`config.mk`:
```
export PLATFORM = sky130hd
export DESIGN_NAME = xlat_walker
export DESIGN_NICKNAME = d
export VERILOG_FILES = /design/src/rtl/xlat_walker_pkg.sv /design/src/rtl/xlat_addr_gen.sv /design/src/rtl/xlat_pte_classify.sv /design/src/rtl/xlat_tlb_store.sv /design/src/rtl/xlat_walker.sv
export SDC_FILE = /design/constraint.sdc
export NUM_CORES = 1
export LEC_CHECK = 0
export ABC_AREA = 1
export BUFFER_PORTS_ARGS = -buffer_cell sky130_fd_sc_hd__buf_4
export CORE_UTILIZATION = 55
export CTS_CLUSTER_SIZE = 10
export DETAILED_ROUTE_END_ITERATION = 8
export PLACE_DENSITY = 0.72
export SLEW_MARGIN = 20
export SYNTH_ARGS = -nofsm -noshare
export SYNTH_HDL_FRONTEND = slang
export SYNTH_SLANG_ARGS = --single-unit
```
`constraint.sdc`:
```
create_clock -name clk -period 5.9 [get_ports clk]
set_input_delay 0.59 -clock clk [delete_from_list [all_inputs] [get_ports clk]]
set_output_delay 0.59 -clock clk [all_outputs]
set_load 0.01 [all_outputs]
```
`src/rtl/xlat_walker_pkg.sv`:
```
package xlat_walker_pkg;

    typedef enum logic [1:0] {
        FLT_NONE = 2'd0,
        FLT_SEG  = 2'd1,
        FLT_PROT = 2'd2,
        FLT_PAGE = 2'd3
    } fault_e;

    typedef enum logic [1:0] {
        ACC_READ  = 2'd0,
        ACC_WRITE = 2'd1,
        ACC_EXEC  = 2'd2,
        ACC_NONE  = 2'd3
    } access_e;

    typedef enum logic [2:0] {
        S_IDLE,
        S_LOOKUP,
        S_FETCH,
        S_WAIT,
        S_RESP
    } walk_state_e;

    // Permission field is {read, write, exec}
    function automatic logic perm_allows(input logic [2:0] perm, input logic [1:0] acc);
        logic ok;
        unique case (acc)
            ACC_READ:  ok = perm[2];
            ACC_WRITE: ok = perm[1];
            ACC_EXEC:  ok = perm[0];
            default:   ok = 1'b0;
        endcase
        return ok;
    endfunction

endpackage

```
`src/rtl/xlat_addr_gen.sv`:
```
module xlat_addr_gen #(
    parameter int VA_W      = 32,
    parameter int OFF_W     = 12,
    parameter int PFN_W     = 20,
    parameter int MA_W      = 32,
    parameter int PTE_BYTES = 4,
    localparam int VPN_W    = VA_W - OFF_W,
    localparam int PA_W     = PFN_W + OFF_W
) (
    input  logic [VA_W-1:0]  vaddr,
    input  logic [MA_W-1:0]  pt_base,
    input  logic [PFN_W-1:0] pfn,
    output logic [VPN_W-1:0] vpn,
    output logic [MA_W-1:0]  pte_addr,
    output logic [PA_W-1:0]  paddr
);
    logic [OFF_W-1:0] offset;

    always_comb begin
        vpn      = vaddr[VA_W-1:OFF_W];
        offset   = vaddr[OFF_W-1:0];
        pte_addr = pt_base + (MA_W'(vpn) * MA_W'(PTE_BYTES));
        paddr    = {pfn, offset};
    end
endmodule

```
`src/rtl/xlat_pte_classify.sv`:
```
module xlat_pte_classify
    import xlat_walker_pkg::*;
#(
    parameter int PFN_W = 20,
    localparam int PTE_W    = PFN_W + 5,
    localparam int V_BIT    = PTE_W - 1,
    localparam int P_BIT    = PTE_W - 2,
    localparam int PERM_HI  = PTE_W - 3,
    localparam int PERM_LO  = PTE_W - 5
) (
    input  logic [PTE_W-1:0] pte,
    input  logic [1:0]       acc,
    output fault_e           fault,
    output logic             do_insert,
    output logic [2:0]       perm,
    output logic [PFN_W-1:0] pfn
);
    always_comb begin
        perm      = pte[PERM_HI:PERM_LO];
        pfn       = pte[PFN_W-1:0];
        do_insert = 1'b0;
        // Fixed order: valid, then permission, then presence
        if (!pte[V_BIT]) begin
            fault = FLT_SEG;
        end else if (!perm_allows(perm, acc)) begin
            fault = FLT_PROT;
        end else if (!pte[P_BIT]) begin
            fault = FLT_PAGE;
        end else begin
            fault     = FLT_NONE;
            do_insert = 1'b1;
        end
    end
endmodule

```
`src/rtl/xlat_tlb_store.sv`:
```
module xlat_tlb_store #(
    parameter int ENTRIES = 8,
    parameter int VPN_W   = 20,
    parameter int PFN_W   = 20,
    localparam int IDX_W  = (ENTRIES > 1) ? $clog2(ENTRIES) : 1
) (
    input  logic             clk,
    input  logic             rst_n,
    input  logic             flush,
    input  logic [VPN_W-1:0] lk_vpn,
    output logic             lk_hit,
    output logic [PFN_W-1:0] lk_pfn,
    output logic [2:0]       lk_perm,
    input  logic             ins_en,
    input  logic [VPN_W-1:0] ins_vpn,
    input  logic [PFN_W-1:0] ins_pfn,
    input  logic [2:0]       ins_perm
);
    logic [ENTRIES-1:0] valid_q;
    logic [VPN_W-1:0]   vpn_q  [ENTRIES];
    logic [PFN_W-1:0]   pfn_q  [ENTRIES];
    logic [2:0]         perm_q [ENTRIES];
    logic [IDX_W-1:0]   rr_q;
    logic [ENTRIES-1:0] match;
    logic [IDX_W-1:0]   free_idx;
    logic               any_free;
    logic [IDX_W-1:0]   slot;

    generate
        for (genvar g = 0; g < ENTRIES; g++) begin : g_cmp
            assign match[g] = valid_q[g] && (vpn_q[g] == lk_vpn);
        end
    endgenerate

    always_comb begin
        lk_pfn  = '0;
        lk_perm = '0;
        for (int i = 0; i < ENTRIES; i++) begin
            if (match[i]) begin
                lk_pfn  = lk_pfn | pfn_q[i];
                lk_perm = lk_perm | perm_q[i];
            end
        end
        lk_hit = |match;
    end

    always_comb begin
        free_idx = '0;
        any_free = 1'b0;
        for (int i = ENTRIES - 1; i >= 0; i--) begin
            if (!valid_q[i]) begin
                free_idx = IDX_W'(i);
                any_free = 1'b1;
            end
        end
        slot = any_free ? free_idx : rr_q;
    end

    always_ff @(posedge clk or negedge rst_n) begin
        if (!rst_n) begin
            valid_q <= '0;
            rr_q    <= '0;
        end else if (flush) begin
            valid_q <= '0;
            rr_q    <= '0;
        end else if (ins_en) begin
            valid_q[slot] <= 1'b1;
            if (!any_free) begin
                rr_q <= (rr_q == IDX_W'(ENTRIES - 1)) ? '0 : rr_q + 1'b1;
            end
        end
    end

    always_ff @(posedge clk) begin
        if (ins_en && !flush) begin
            vpn_q[slot]  <= ins_vpn;
            pfn_q[slot]  <= ins_pfn;
            perm_q[slot] <= ins_perm;
        end
    end

    AST_SINGLE_MATCH: assert property (@(posedge clk) disable iff (!rst_n)
        $onehot0(match));
    AST_FLUSH_EMPTIES: assert property (@(posedge clk) disable iff (!rst_n)
        flush |=> (valid_q == '0));
    AST_ROTATE_WHEN_FULL: assert property (@(posedge clk) disable iff (!rst_n)
        (ins_en && any_free && !flush) |=> $stable(rr_q));
endmodule

```
`src/rtl/xlat_walker.sv`:
```
module xlat_walker
    import xlat_walker_pkg::*;
#(
    parameter int VA_W      = 32,
    parameter int OFF_W     = 12,
    parameter int PFN_W     = 20,
    parameter int MA_W      = 32,
    parameter int PTE_BYTES = 4,
    parameter int ENTRIES   = 8,
    localparam int VPN_W    = VA_W - OFF_W,
    localparam int PA_W     = PFN_W + OFF_W,
    localparam int PTE_W    = PFN_W + 5
) (
    input  logic             clk,
    input  logic             rst_n,
    input  logic             flush,
    input  logic [MA_W-1:0]  pt_base,
    input  logic             req_valid,
    output logic             req_ready,
    input  logic [VA_W-1:0]  req_vaddr,
    input  logic [1:0]       req_acc,
    output logic             resp_valid,
    output logic [PA_W-1:0]  resp_paddr,
    output logic [1:0]       resp_fault,
    output logic             resp_retry,
    output logic             mem_rd_valid,
    output logic [MA_W-1:0]  mem_rd_addr,
    input  logic             mem_rd_resp_valid,
    input  logic [PTE_W-1:0] mem_rd_data
);
    walk_state_e state_q, state_d;

    logic [VA_W-1:0]  vaddr_q;
    logic [1:0]       acc_q;
    logic [MA_W-1:0]  maddr_q;
    logic [PA_W-1:0]  paddr_q;
    fault_e           fault_q;
    logic             retry_q;

    logic [VPN_W-1:0] vpn;
    logic [MA_W-1:0]  pte_addr;
    logic [PA_W-1:0]  hit_paddr;
    logic             lk_hit;
    logic [PFN_W-1:0] lk_pfn;
    logic [2:0]       lk_perm;
    fault_e           cls_fault;
    logic             cls_insert;
    logic [2:0]       cls_perm;
    logic [PFN_W-1:0] cls_pfn;
    logic             ins_en;

    xlat_addr_gen #(
        .VA_W(VA_W), .OFF_W(OFF_W), .PFN_W(PFN_W), .MA_W(MA_W), .PTE_BYTES(PTE_BYTES)
    ) u_addr (
        .vaddr(vaddr_q), .pt_base(pt_base), .pfn(lk_pfn),
        .vpn(vpn), .pte_addr(pte_addr), .paddr(hit_paddr)
    );

    xlat_tlb_store #(
        .ENTRIES(ENTRIES), .VPN_W(VPN_W), .PFN_W(PFN_W)
    ) u_store (
        .clk(clk), .rst_n(rst_n), .flush(flush),
        .lk_vpn(vpn), .lk_hit(lk_hit), .lk_pfn(lk_pfn), .lk_perm(lk_perm),
        .ins_en(ins_en), .ins_vpn(vpn), .ins_pfn(cls_pfn), .ins_perm(cls_perm)
    );

    xlat_pte_classify #(
        .PFN_W(PFN_W)
    ) u_cls (
        .pte(mem_rd_data), .acc(acc_q),
        .fault(cls_fault), .do_insert(cls_insert), .perm(cls_perm), .pfn(cls_pfn)
    );

    assign ins_en = (state_q == S_WAIT) && mem_rd_resp_valid && cls_insert;

    // State register
    always_ff @(posedge clk or negedge rst_n) begin
        if (!rst_n) state_q <= S_IDLE;
        else        state_q <= state_d;
    end

    // Transitions
    always_comb begin
        state_d = state_q;
        unique case (state_q)
            S_IDLE:   if (req_valid) state_d = S_LOOKUP;
            S_LOOKUP: state_d = lk_hit ? S_RESP : S_FETCH;
            S_FETCH:  state_d = S_WAIT;
            S_WAIT:   if (mem_rd_resp_valid) state_d = S_RESP;
            S_RESP:   state_d = S_IDLE;
            default:  state_d = S_IDLE;
        endcase
    end

    // Datapath registers
    always_ff @(posedge clk or negedge rst_n) begin
        if (!rst_n) begin
            vaddr_q <= '0;
            acc_q   <= '0;
            maddr_q <= '0;
            paddr_q <= '0;
            fault_q <= FLT_NONE;
            retry_q <= 1'b0;
        end else begin
            unique case (state_q)
                S_IDLE: begin
                    if (req_valid) begin
                        vaddr_q <= req_vaddr;
                        acc_q   <= req_acc;
                    end
                end
                S_LOOKUP: begin
                    retry_q <= 1'b0;
                    if (lk_hit) begin
                        if (perm_allows(lk_perm, acc_q)) begin
                            fault_q <= FLT_NONE;
                            paddr_q <= hit_paddr;
                        end else begin
                            fault_q <= FLT_PROT;
                            paddr_q <= '0;
                        end
                    end else begin
                        maddr_q <= pte_addr;
                    end
                end
                S_WAIT: begin
                    if (mem_rd_resp_valid) begin
                        fault_q <= cls_fault;
                        retry_q <= cls_insert;
                        paddr_q <= '0;
                    end
                end
                default: ;
            endcase
        end
    end

    // Outputs
    always_comb begin
        req_ready    = (state_q == S_IDLE);
        mem_rd_valid = (state_q == S_FETCH);
        mem_rd_addr  = maddr_q;
        resp_valid   = (state_q == S_RESP);
        resp_paddr   = paddr_q;
        resp_fault   = fault_q;
        resp_retry   = retry_q;
    end

    AST_ONE_READ_PULSE: assert property (@(posedge clk) disable iff (!rst_n)
        mem_rd_valid |=> !mem_rd_valid);
    AST_HOLD_OFF_WALK: assert property (@(posedge clk) disable iff (!rst_n)
        mem_rd_valid |=> !req_ready);
    AST_RESP_PULSE: assert property (@(posedge clk) disable iff (!rst_n)
        resp_valid |=> !resp_valid);
    AST_PTE_ADDRESS: assert property (@(posedge clk) disable iff (!rst_n)
        mem_rd_valid |-> (mem_rd_addr == pt_base + (MA_W'(vaddr_q >> OFF_W) << $clog2(PTE_BYTES))));
    AST_RETRY_NO_FAULT: assert property (@(posedge clk) disable iff (!rst_n)
        (resp_valid && resp_retry) |-> (resp_fault == FLT_NONE));
    AST_HIT_KEEPS_OFFSET: assert property (@(posedge clk) disable iff (!rst_n)
        (resp_valid && !resp_retry && resp_fault == FLT_NONE) |-> (resp_paddr[OFF_W-1:0] == vaddr_q[OFF_W-1:0]));
    AST_INVALID_IS_SEG: assert property (@(posedge clk) disable iff (!rst_n)
        (state_q == S_WAIT && mem_rd_resp_valid && !mem_rd_data[PTE_W-1]) |=> (resp_valid && resp_fault == FLT_SEG));
endmodule

```
# Word level (Yosys, flattened, before mapping)
# Memory sizes are Yosys's and may differ from the RTL's.
# Cells that the tools add are included.
# W data, S select, Z words.
[classes]
n_bitwise = 16
eq_ne = 19
n_mux = 68
reduce_logical = 24
add_sub_neg = 2
order_cmp = 2
[op_table]
columns = ["cell", "n"]
rows = [
  ["$eq A20 B20 Y1", 8],
  ["$mux W20", 8],
  ["$or A20 B20 Y20", 7],
  ["$mux W32", 3],
  ["$mux W3", 24],
  ["$pmux W32 S2", 1],
  ["$add A32 B22 Y32", 1],
  ["$or A3 B3 Y3", 7],
  ["$mux W1", 18],
  ["$mux W8", 2],
  ["$logic_and A1 B1 Y1", 12],
  ["$mux W2", 6],
  ["$pmux W3 S4", 1],
  ["$reduce_and A2 Y1", 5],
  ["$ne A2 B2 Y1 const B", 4],
  ["$or A8 B8 Y8", 1],
  ["$reduce_or A8 Y1", 1],
  ["$eq A3 B2 Y1 const B", 2],
  ["$eq A3 B3 Y1 const B", 2],
  ["$pmux W1 S3", 2],
  ["$lt A3 B4 Y1 const B", 1],
  ["$pmux W2 S2", 1],
  ["$reduce_bool A2 Y1", 2],
  ["$add A3 B1 Y3 const B", 1],
  ["other kinds (11)", 11],
]
[totals]
reg_bits = 115
input_bits = 96
mem_bits_rw = 344
wordCells = 143
memories = 3
out_inout_bits = 70
[mem_list]
columns = ["name", "words", "word_bits", "read_ports", "rd_clocked_by_memory_dff", "write_ports", "line", "rtl"]
rows = [
  ["u_store.pfn_q", 8, 20, 8, 0, 1, "xlat_tlb_store.sv:21", "logic [PFN_W-1:0] pfn_q [ENTRIES];"],
  ["u_store.vpn_q", 8, 20, 8, 0, 1, "xlat_tlb_store.sv:20", "logic [VPN_W-1:0] vpn_q [ENTRIES];"],
  ["u_store.perm_q", 8, 3, 8, 0, 1, "xlat_tlb_store.sv:22", "logic [2:0] perm_q [ENTRIES];"],
]

# Longest topological paths before layout
# Gate-level depths: netlist (run 1).
[depth]
ltp_word = 23
ltp_mapped = 17
ltp_nobuf = 16

# Modules after synthesis
# From an unflattened synthesis (run 1), not the netlist that was laid out.
[unflattened]
cells_unflattened = 2390
area_unflattened_um2 = 22819.4
[modules_own_cells]
columns = ["module", "n_inst", "seq_area_each_um2", "cells_each", "area_per_inst_um2"]
rows = [
  ["xlat_tlb_store", 1, 10605.2, 1439, 15884.0],
  ["xlat_walker", 1, 2602.5, 471, 4366.7],
  ["xlat_addr_gen", 1, 0.0, 444, 2336.0],
  ["xlat_pte_classify", 1, 0.0, 36, 232.7],
]

# Worst setup path after synthesis (run 1)
# Ideal clock, no wire load.
[synth_path]
path_kind = "reg2reg"
startpoint = "reg state_q[1]"
endpoint = "mem u_store.perm_q[1][0] (enable)"
setup_ns = 0.443
n_path_buf = 0
t_arrival_ns = 3.372
slack_ns = 2.085
stages_incl_launch_ff = 11
synth_period_minus_slack_ns = 3.815
path_cell_list = "dfrtp_1 > inv_1 > nor3_1 > inv_1 > nor2_2 > nand2_1 > nor2_1 > inv_1 > nor2_1 > nand2_1 > nor2_1"
[synth_via]
elab_chain_cells = 6
[synth_rtl]
columns = ["item", "line", "rtl"]
rows = [
  ["start, declared", "xlat_walker.sv:31", "walk_state_e state_q, state_d;"],
  ["start signal, assigned", "xlat_walker.sv:79", "else state_q <= state_d;"],
  ["$eq A3 B2 Y1", "xlat_walker.sv:74", "assign ins_en = (state_q == S_WAIT) && mem_rd_resp_valid && cls_insert;"],
  ["$logic_and A1 B1 Y1 (2 in a row)", "xlat_walker.sv:74", ""],
  ["$logic_and A1 B1 Y1", "xlat_tlb_store.sv:75", "if (ins_en && !flush) begin"],
  ["$mux W1", "xlat_tlb_store.sv:75", ""],
  ["$mux W1 (not written as such)", "xlat_tlb_store.sv:78", "perm_q[slot] <= ins_perm;"],
  ["end, declared", "xlat_tlb_store.sv:22", ""],
]
# Every way passes these cells.

# Worst setup path in the final report (run 1)
[layout_path]
startpoint = "reg vaddr_q[20]"
endpoint = "reg maddr_q[26], in the netlist mem_rd_addr[26]"
[layout_via]
elab_chain_cells = 5
word_cells_on_any_way = 20
cone_classes = "add/sub: 1; eq/ne: 8; bitwise: 1; reduce/logical: 10"
[layout_rtl]
columns = ["item", "line", "rtl"]
rows = [
  ["start, declared", "xlat_walker.sv:33", "logic [VA_W-1:0] vaddr_q;"],
  ["start signal, assigned", "xlat_walker.sv:108", "vaddr_q <= req_vaddr;"],
  ["branches (longest 5 deep; another with $add A32 B22 Y32)", "--", ""],
  ["end signal, assigned", "xlat_walker.sv:123", "maddr_q <= pte_addr;"],
  ["end, declared", "xlat_walker.sv:35", "logic [MA_W-1:0] maddr_q;"],
]
# Several ways; the timed one is not identified.
# A chain may end at the register's enable or synchronous reset.

==> flow_metrics.tcl, run 1 <==
set metrics [dict create \
    static-leakage-power_nw 10.7 \
    worstSetupStartpointType "register" \
    synth_top_area_share_pct 49.9 \
    antenna_found_initial 0 \
    crit_arrival_ns 4.56 \
    ioPinCount 166 \
    path_max_fanout 40 \
    ys_types 47 \
    cts_buffer_depth 3 \
    cts_sinks 459 \
    path_cells "inv_1 -> nand2_1 -> nand2_1 -> nor2_1 -> nand2_1 -> nor2_1 -> nand3_2 -> buf_4 -> nand2_1 -> nor2_2 -> nand3_2 -> buf_4 -> inv_2 -> or2_1 -> nand2_1 -> inv_1" \
    drv_cap 0 \
    drive_above_1_share_pct 14.5 \
    firstDrtPassIters 6 \
    htree_levels 2 \
    place_congestion 0.922 \
    slowest_stage "dfrtp_1" \
    r2r-end "mem_rd_addr[26]" \
    synth.most_common_cell "nand2_1" \
    synth_cells 2069 \
    drv_slew 0 \
    layout_min_cycle_time_ns 4.07 \
    die_w_um 196 \
    fin_crit_sh_pct 68.9 \
    ys_seq_area_share_pct 63.8 \
    clk_latency_ns 0.62 \
    async_flop_share_pct 25.1 \
    slew-limit-headroom_pct 30.7 \
    cts_root_buf "clkbuf_16" \
    synth_top_cells_by_area "edfxtp_1 (50%), dfrtp_1 (14%), nand2_1 (9.2%), inv_1 (5.9%), nor2_1 (3.8%)" \
    reg2reg_depth 16 \
    ys_ff_latch 459 \
    ff2ff_setup_slack_ns 1.83 \
    detail_route.wl_per_cell_um 19.9 \
    postCtsSetupBuffers 0 \
    rsz0062_at_grt "no" \
    die-area_um2 38400 \
    initial_core_util_pct 56.2 \
    yosysWarnings 0 \
    die_h_um 196 \
    cts.clk_slew.worst_paths_ns 0.06 \
    finalWirelength_um 55900 \
    power_density_nw_per_um2 407 \
    synth_nets 2188 \
    grt_pass1_wl_um 85800 \
    yosys-top-cells-count "nand2_1 (510), edfxtp_1 (344), inv_1 (326)" \
    synth_edf_count 344 \
    hp-class "input pin to register" \
    synthesis.area_um2 20700 \
    grt_overflow_total 0 \
    drc_errors 0 \
    syn2layout_area_growth_pct 16.4 \
    critPathMaxStageDelay_ns 1.02 \
    endpoint "mem_rd_addr[26]" \
    synth_area_per_cell_um2 10.0 \
    setup_viol 0 \
    synth_top_cell_by_area "edfxtp_1" \
    n_antenna_cell 0 \
    ys.flop_type "edfxtp_1" \
    rows 70 \
    fmax_mhz 246 \
    ant_nets 0 \
    vias 15346 \
    grt_max_degree 71 \
    tightest_slew_ns 1.04 \
    hold_viol 0 \
    dp_slack_ns 1.94 \
    cts-resized-gates 0 \
    port_buffers 165 \
    drtIter0Drc 1441 \
    setup_ws_ns 1.83 \
    cp-end-kind "register" \
    worstSetupPathType "register to register" \
    core_um2 36900 \
    final_nets 2375 \
    grtUsageTotal_pct 29.8 \
    finClkSkew_ns 0.0239 \
    critical_path.most_common_cell "nand2_1" \
    via_per_inst 5.47 \
    first_global_vias 15126 \
    dp_hpwl_um 36500 \
    cts_tree "done" \
    peakVddDrop_v 0.000288 \
    finish.utilization_pct 65.4 \
    status "finished clean" \
    r2r-start "vaddr_q[20]" \
    numCtsBuffers 53 \
    critical_path.startpoint "vaddr_q[20]" \
    hold_ws_ns 0.180 \
    final.setup.tns_ns 0 \
    worst_ep_required_time_ns 6.40 \
]
==> worst max-delay path: cells and delay by family (launching register included) <==
kind                   cells  cell delay, ns
and+or+nand+nor           11            1.48
DFF                        1            1.02
buffers and inverters      5            1.41
==> logic make-up (layout without fill, tap and decap cells) <==
family	after synthesis	in the layout	share of synthesized area (%)
and+or+nand+nor	861	861	17.3
DFF	459	459	63.8
buffers and inverters	402	632	7.99
AOI/OAI and AO/OA	288	288	7.94
xor gates and xnor gates	31	31	1.31
adders and majority gates	23	23	1.43
muxes	5	5	0.266
==> how the worst min path moves through the flow <==
stage                    from             end  slack, ns  cells after the start
5_1_grt            pt_base[1]  mem_rd_addr[1]       0.19                      3
6_report           pt_base[1]  mem_rd_addr[1]       0.18                      3
2_1_floorplan           rst_n        acc_q[0]       0.29                      0
3_5_place_dp   resp_paddr[21]  resp_paddr[21]       0.47                      2
3_3_place_gp   resp_paddr[18]  resp_paddr[18]       0.47                      2
4_1_cts            pt_base[1]  mem_rd_addr[1]       0.16                      3
==> sequential cells by signal, indices dropped and copies added, names as in the netlist <==
signal / flops
resp_paddr: 32
mem_rd_addr: 32
u_store.rr_q: 3
u_store.valid_q: 8
vaddr_q: 32
acc_q: 2
resp_fault: 2
u_store.pfn_q: 160
state_q: 3
resp_retry: 1
u_store.perm_q: 24
u_store.vpn_q: 160
==> power by group <==
group          internal, W  switching [W]
combinational     0.000842        0.00151
sequential         0.00387       0.000512
clock              0.00178        0.00130
total              0.00650        0.00332
==> timing repair <==
item                                   in CTS  in global routing
endpoints found under the hold margin      45                  0
hold buffers                                1                  0
setup endpoints to repair                   0                  0
==> area by class of cell <==
class,instances,area [µm²]
Sequential cell,459,13200
Tap cell,504,631
Timing Repair Buffer,188,1440
Clock inverter,6,105
Clock buffer,92,1510
Multi-Input combinational cell,1208,5910
Fill cell,2835,12800
Inverter,346,1300
==> cells in the final DEF (no fill, tap or decap), types with 3 or more instances in the layout <==
cell | netlist | layout
a21boi_0 | 4 | 4
a21o_1 | 3 | 3
a21oi_1 | 56 | 56
a22oi_1 | 5 | 5
buf_4 | 6 | 184
clkbuf_1 | 20 | 36
clkbuf_16 | 0 | 54
dfrtp_1 | 115 | 115
edfxtp_1 | 344 | 344
ha_1 | 22 | 22
inv_1 | 326 | 326
inv_2 | 19 | 19
mux2_2 | 4 | 4
nand2_1 | 510 | 509
nand2_2 | 4 | 5
nand3_1 | 63 | 63
nand3_2 | 7 | 7
nand4_1 | 22 | 22
nor2_1 | 207 | 199
nor2_2 | 15 | 15
nor2_4 | 3 | 11
nor3_1 | 8 | 8
o211ai_1 | 4 | 4
o21a_1 | 3 | 3
o21ai_0 | 75 | 75
o21ai_1 | 38 | 38
o21ai_2 | 9 | 9
o22ai_1 | 87 | 87
or2_2 | 9 | 9
xnor2_1 | 22 | 22
xor2_1 | 9 | 9
==> routing by layer <==
layer,vias up,GRT usage [%],routed length (µm)
met3,78,5.40,5170
li1,7160,-,-
met2,725,46.9,25600
met5,-,0,0
met4,0,8.39,1060
met1,7383,42.7,24100
==> metrics by stage <==
stage	instances	total power [W]	cell area (µm²)
after floorplan	2069	0.00581	20700
after global placement	2703	0.00671	22500
after detailed placement	2703	0.00676	22500
after CTS	2802	0.00982	24100
after global routing	2803	0.0103	24100
final	2803	0.00982	24100
(Power assumes the default switching activity.)
==> run 2: changes to the inputs <==
==> constraint.sdc (replaced) <==
create_clock -name clk -period 3.89 [get_ports clk]
set_input_delay 0.389 -clock clk [delete_from_list [all_inputs] [get_ports clk]]
set_output_delay 0.389 -clock clk [all_outputs]
set_load 0.01 [all_outputs]
==> run 2 against run 1 <==
Maximum frequency increased by 28%. Global-route usage shrank 0.68 points. Critical path type unchanged. Sequential share of layout area is 0.51 points lower. Combinational power rose by 78%. Routed wire length shrank 2.8%. Sequential cell count unchanged. Highest routed layer unchanged. Via count shrank 0.36%. Die area is the same. Clock power up 45%. Sequential power rose by 41%. Non-clock buffer count up 35. Register-to-register slack got worse by 1.1 ns.
==> flow_metrics.tcl, run 2 (synthesized netlist as in run 1, its figures left out) <==
set metrics [dict create \
    die_w_um 196 \
    layout_min_cycle_time_ns 3.18 \
    reg2reg_depth 15 \
    syn2layout_area_growth_pct 17.5 \
    finalWirelength_um 54300 \
    holdPathStages 3 \
    final_nets 2409 \
    cts-resized-gates 0 \
    cp-end-kind "register" \
    ioPinCount 166 \
    postCtsSetupBuffers 0 \
    finClkSkew_ns 0.0304 \
    grt_overflow_total 0 \
    drive_above_1_share_pct 15.0 \
    hold_viol 0 \
    place_congestion 0.954 \
    final.setup.tns_ns 0 \
    fin_crit_sh_pct 81.7 \
    mostFrequentLayoutCell "nand2_1" \
    numCtsBuffers 52 \
    htree_levels 2 \
    ant_nets 0 \
    dr.max_layer_used "met4" \
    hp-class "input pin to register" \
    ff2ff_setup_slack_ns 0.71 \
    met2_length_um 24700 \
    die-area_um2 38400 \
    status "finished clean" \
    hold_buffers 14 \
    vias 15290 \
    dp_hpwl_um 34600 \
    fill_cells 2821 \
    setup_viol 0 \
    worstSetupPathType "register to register" \
    wl_met3_um 4930 \
    grtUsageTotal_pct 29.1 \
    tightest_slew_ns 0.912 \
    slew-limit-headroom_pct 39.0 \
    via_per_inst 5.39 \
    grt_pass1_wl_um 84100 \
    r2r-end "resp_paddr[6]" \
    top_regs "u_store.pfn_q: 160 flops, u_store.vpn_q: 160 flops" \
    path_max_fanout 25 \
    detail_route.wl_per_cell_um 19.2 \
    grt_max_degree 84 \
    r2r-start "vaddr_q[31]" \
    wl_met1_um 23000 \
    finalPower_w 0.0149 \
    drv_cap 0 \
    worstSetupStartpointType "register" \
    min_to "mem_rd_addr[1]" \
    cts_buffer_depth 3 \
    cts_root_buf "clkbuf_16" \
    rsz0062_at_grt "no" \
    first_global_vias 15170 \
    drv_slew 0 \
    die_h_um 196 \
    final_cell_mix "nand2_1 (509), edfxtp_1 (344), inv_1 (326)" \
    antenna_found_initial 0 \
    cts_sinks 459 \
    power_density_nw_per_um2 611 \
    drc_errors 0 \
    crit_arrival_ns 3.70 \
    peakVddDrop_v 0.000379 \
    fmax_mhz 315 \
    static-leakage-power_nw 10.8 \
    finish.utilization_pct 66.0 \
    clk_latency_ns 0.61 \
    rows 70 \
    cts_tree "done" \
    initial_core_util_pct 56.2 \
    cts.clk_slew.worst_paths_ns 0.06 \
    worst_ep_required_time_ns 4.42 \
    port_buffers 165 \
    firstDrtPassIters 5 \
    n_antenna_cell 0 \
    hold_start "pt_base[1]" \
    drtIter0Drc 1323 \
    core_um2 36900 \
]
-- run 2: power by group --
| group | internal (W) | switching [W] | total, W |
|---|---|---|---|
| clock network | 0.00256 | 0.00190 | 0.00447 |
| logic | 0.00140 | 0.00279 | 0.00418 |
| registers | 0.00588 | 0.000330 | 0.00621 |
-- run 2: stage by stage --
| stage | area, µm² | hold slack [ns] | worst slack [ns] | instances |
|---|---|---|---|---|
| after global placement | 22700 | 0.466 | 0.929 | 2726 |
| after floorplan | 20700 | 0.0934 | 0.0750 | 2069 |
| after detailed placement | 22700 | 0.469 | 0.850 | 2726 |
| after CTS | 24300 | 0.000677 | 0.759 | 2836 |
| after global routing | 24300 | 0.0141 | 0.489 | 2836 |
| final | 24300 | 0.0211 | 0.713 | 2836 |
-- run 2: worst max-delay path by stage --
stage               slack [ns]                    to  cells past startpoint        start
floorplan                 0.08  u_store.perm_q[1][0]                     10   state_q[1]
global route              0.49         resp_paddr[7]                     15  vaddr_q[31]
CTS                       0.76         resp_paddr[3]                     15  vaddr_q[31]
global placement          0.93       mem_rd_addr[26]                     15  vaddr_q[12]
finish                    0.71         resp_paddr[6]                     15  vaddr_q[31]
detailed placement        0.85         resp_paddr[6]                     15  vaddr_q[31]
-- run 2: layer usage --
metal,vias up,GRT usage (%)
met2,685,45.5
li1,7235,-
met5,-,0
met4,0,12.0
met3,108,5.47
met1,7262,40.4
-- run 2: worst max-delay path: stages (launching register included) --
cell and delay, ns:
dfrtp_1 0.74, inv_2 0.22, nand2_1 0.13, nand2_1 0.06, nor2_1 0.10, nand2_1 0.06
nor2_1 0.23, nand3_2 0.12, buf_4 0.26, nor2_1 0.15, nor2_1 0.06, nand3_1 0.10
nand2_2 0.10, nor2_8 0.39, nand2_4 0.19, o21ai_2 0.15
-- run 2: final cells by class --
cell class | count | area, µm² | area share [%]
timing repair buffer | 223 | 1750 | 7.19
clock buffer | 92 | 1480 | 6.09
clock inverter | 4 | 53.8 | 0.221
tap | 504 | 631 | 2.59
multi-input combinational | 1208 | 5910 | 24.3
inverter | 346 | 1300 | 5.36
sequential | 459 | 13200 | 54.3
==> run 3: changes to the inputs <==
==> constraint.sdc (replaced) <==
create_clock -name clk -period 3.1 [get_ports clk]
set_input_delay 0.31 -clock clk [delete_from_list [all_inputs] [get_ports clk]]
set_output_delay 0.31 -clock clk [all_outputs]
set_load 0.01 [all_outputs]
==> run 3 against run 2 <==
Register-to-register slack worse by 0.53 ns. Count of clock-buffer cells in the layout is 1 higher. First-iteration DRC count is 11% higher. Die area stayed put. Sequential share of layout area is 1.5 points lower. Critical path type unchanged. Critical endpoint is now resp_fault[1].
==> flow_metrics.tcl, run 3 (synthesized netlist as in run 1, its figures left out) <==
set metrics [dict create \
    hp-class "input pin to register" \
    final_cell_mix "nand2_1 (509), edfxtp_1 (344), inv_1 (326)" \
    cts_tree "done" \
    syn2layout_area_growth_pct 20.7 \
    port_buffers 165 \
    path_cells "inv_2 -> nand2_1 -> o21ai_0 -> nor2_1 -> nand2_1 -> nor2_1 -> nand3_2 -> buf_4 -> nor2_1 -> nor2_1 -> nand3_1 -> nand2_2 -> o21ai_0 -> a21oi_1" \
    hold_viol 0 \
    worstSetupStartpointType "register" \
    drc_errors 0 \
    path_max_fanout 22 \
    power_density_nw_per_um2 758 \
    dp_hpwl_um 36900 \
    via_per_inst 5.41 \
    grt_overflow_total 0 \
    cp-end-kind "register" \
    die-area_um2 38400 \
    die_w_um 196 \
    top_regs "u_store.pfn_q: 160 flops, u_store.vpn_q: 160 flops" \
    grt_max_degree 56 \
    crit_buf_inv 2 \
    grtUsageTotal_pct 30.3 \
    layout_min_cycle_time_ns 2.92 \
    numCtsBuffers 52 \
    fmax_mhz 343 \
    drv_slew 0 \
    htree_levels 2 \
    cts_buffer_depth 3 \
    clk_latency_ns 0.59 \
    ff2ff_setup_slack_ns 0.18 \
    drtIter0Drc 1465 \
    ioPinCount 166 \
    cts.clk_slew.worst_paths_ns 0.06 \
    core_um2 36900 \
    worstSetupPathType "register to register" \
    status "finished clean" \
    tightest_slew_ns 0.777 \
    rows 70 \
    dp_slack_ns 0.197 \
    path_delay_family "simple AND/OR/NAND/NOR gates" \
    cts_sinks 459 \
    detail_route.wl_per_cell_um 19.6 \
    slew-limit-headroom_pct 47.8 \
    ant_nets 0 \
    finClkSkew_ns 0.0157 \
    setup_ws_ns 0.183 \
    peakVddDrop_v 0.000426 \
    critPathMaxStageDelay_ns 0.61 \
    critical_path.most_common_cell "nor2_1" \
    finalWirelength_um 56700 \
    crit_arrival_ns 3.36 \
    cts_root_buf "clkbuf_16" \
    worst_ep_required_time_ns 3.54 \
    slowest_stage "dfrtp_1" \
    die_h_um 196 \
    final_nets 2464 \
    drive_above_1_share_pct 15.6 \
    initial_core_util_pct 56.2 \
    drv_cap 0 \
    mostFrequentLayoutCell "nand2_1" \
    vias 15650 \
    static-leakage-power_nw 11.1 \
    first_global_vias 15667 \
    fin_crit_sh_pct 94.1 \
    rsz0062_at_grt "yes" \
    antenna_found_initial 0 \
    setup_viol 0 \
    firstDrtPassIters 5 \
    finalPower_w 0.0190 \
    grt_pass1_wl_um 88100 \
    place_congestion 0.973 \
]
run 3: worst min-delay path, cell delays in order:
cell	delay (ns)
buf_4	0.08
nor2_1	0.03
a21oi_1	0.11
run 3: metrics by stage:
step                utilization [%]  hold WS, ns  TNS [ns]  instances  area (µm²)
global placement               62.1        0.328         0       2741       22900
finish                         67.8     0.000964         0       2891       25000
global route                   67.8      0.00823     -1.22       2890       25000
CTS                            67.7      0.00454         0       2887       25000
floorplan                         -       0.0144   -116.33       2069       20700
detailed placement             62.1        0.340         0       2741       22900
run 3: path summary, 6_finish.rpt:
check | startpoint | to | cells after the start
setup / recovery | vaddr_q[13] | resp_fault[1] | 14
hold / removal | req_vaddr[25] | vaddr_q[25] | 3
setup reg to reg | vaddr_q[13] | resp_fault[1] | 14
hold reg to reg | resp_paddr[13] | resp_paddr[13] | 2
max in group asynchronous | rst_n | vaddr_q[15] | 3
min in group asynchronous | rst_n | resp_paddr[10] | 2
run 3: layout make-up:
cell class	instances	area (µm²)
antenna	1	2.50
clock buffer	93	1530
clock inverter	2	46.3
fill	2700	11900
inverter	346	1300
multi-input combinational	1208	5910
sequential	459	13200
tap	504	631
timing repair buffer	278	2380
run 3: timing repair:
item / in CTS / in global routing
endpoints found under the hold margin: 241 / 0
buffers inserted: 0 / 3
endpoints found under the setup margin: 0 / 155
resized for setup: 0 / 2
hold buffers: 51 / 0
run 3: per-layer routing:
| layer | part of all wire (%) | wire (µm) | vias to the layer above | global-route usage [%] |
|---|---|---|---|---|
| met2 | 46 | 25900 | 750 | 47.1 |
| li1 | - | - | 7346 | - |
| met5 | 0 | 0 | - | 0 |
| met4 | 2.9 | 1650 | 0 | 10.6 |
| met1 | 42 | 23600 | 7435 | 42.6 |
| met3 | 9.8 | 5550 | 119 | 6.31 |
run 3: report_power, final:
group,switching [W],internal (W),leakage (nW),total [W]
clock,0.00237,0.00331,0.749,0.00568
sequential,0.000377,0.00738,4.49,0.00776
combinational,0.00364,0.00188,5.82,0.00552
total,0.00639,0.0126,11.1,0.0190
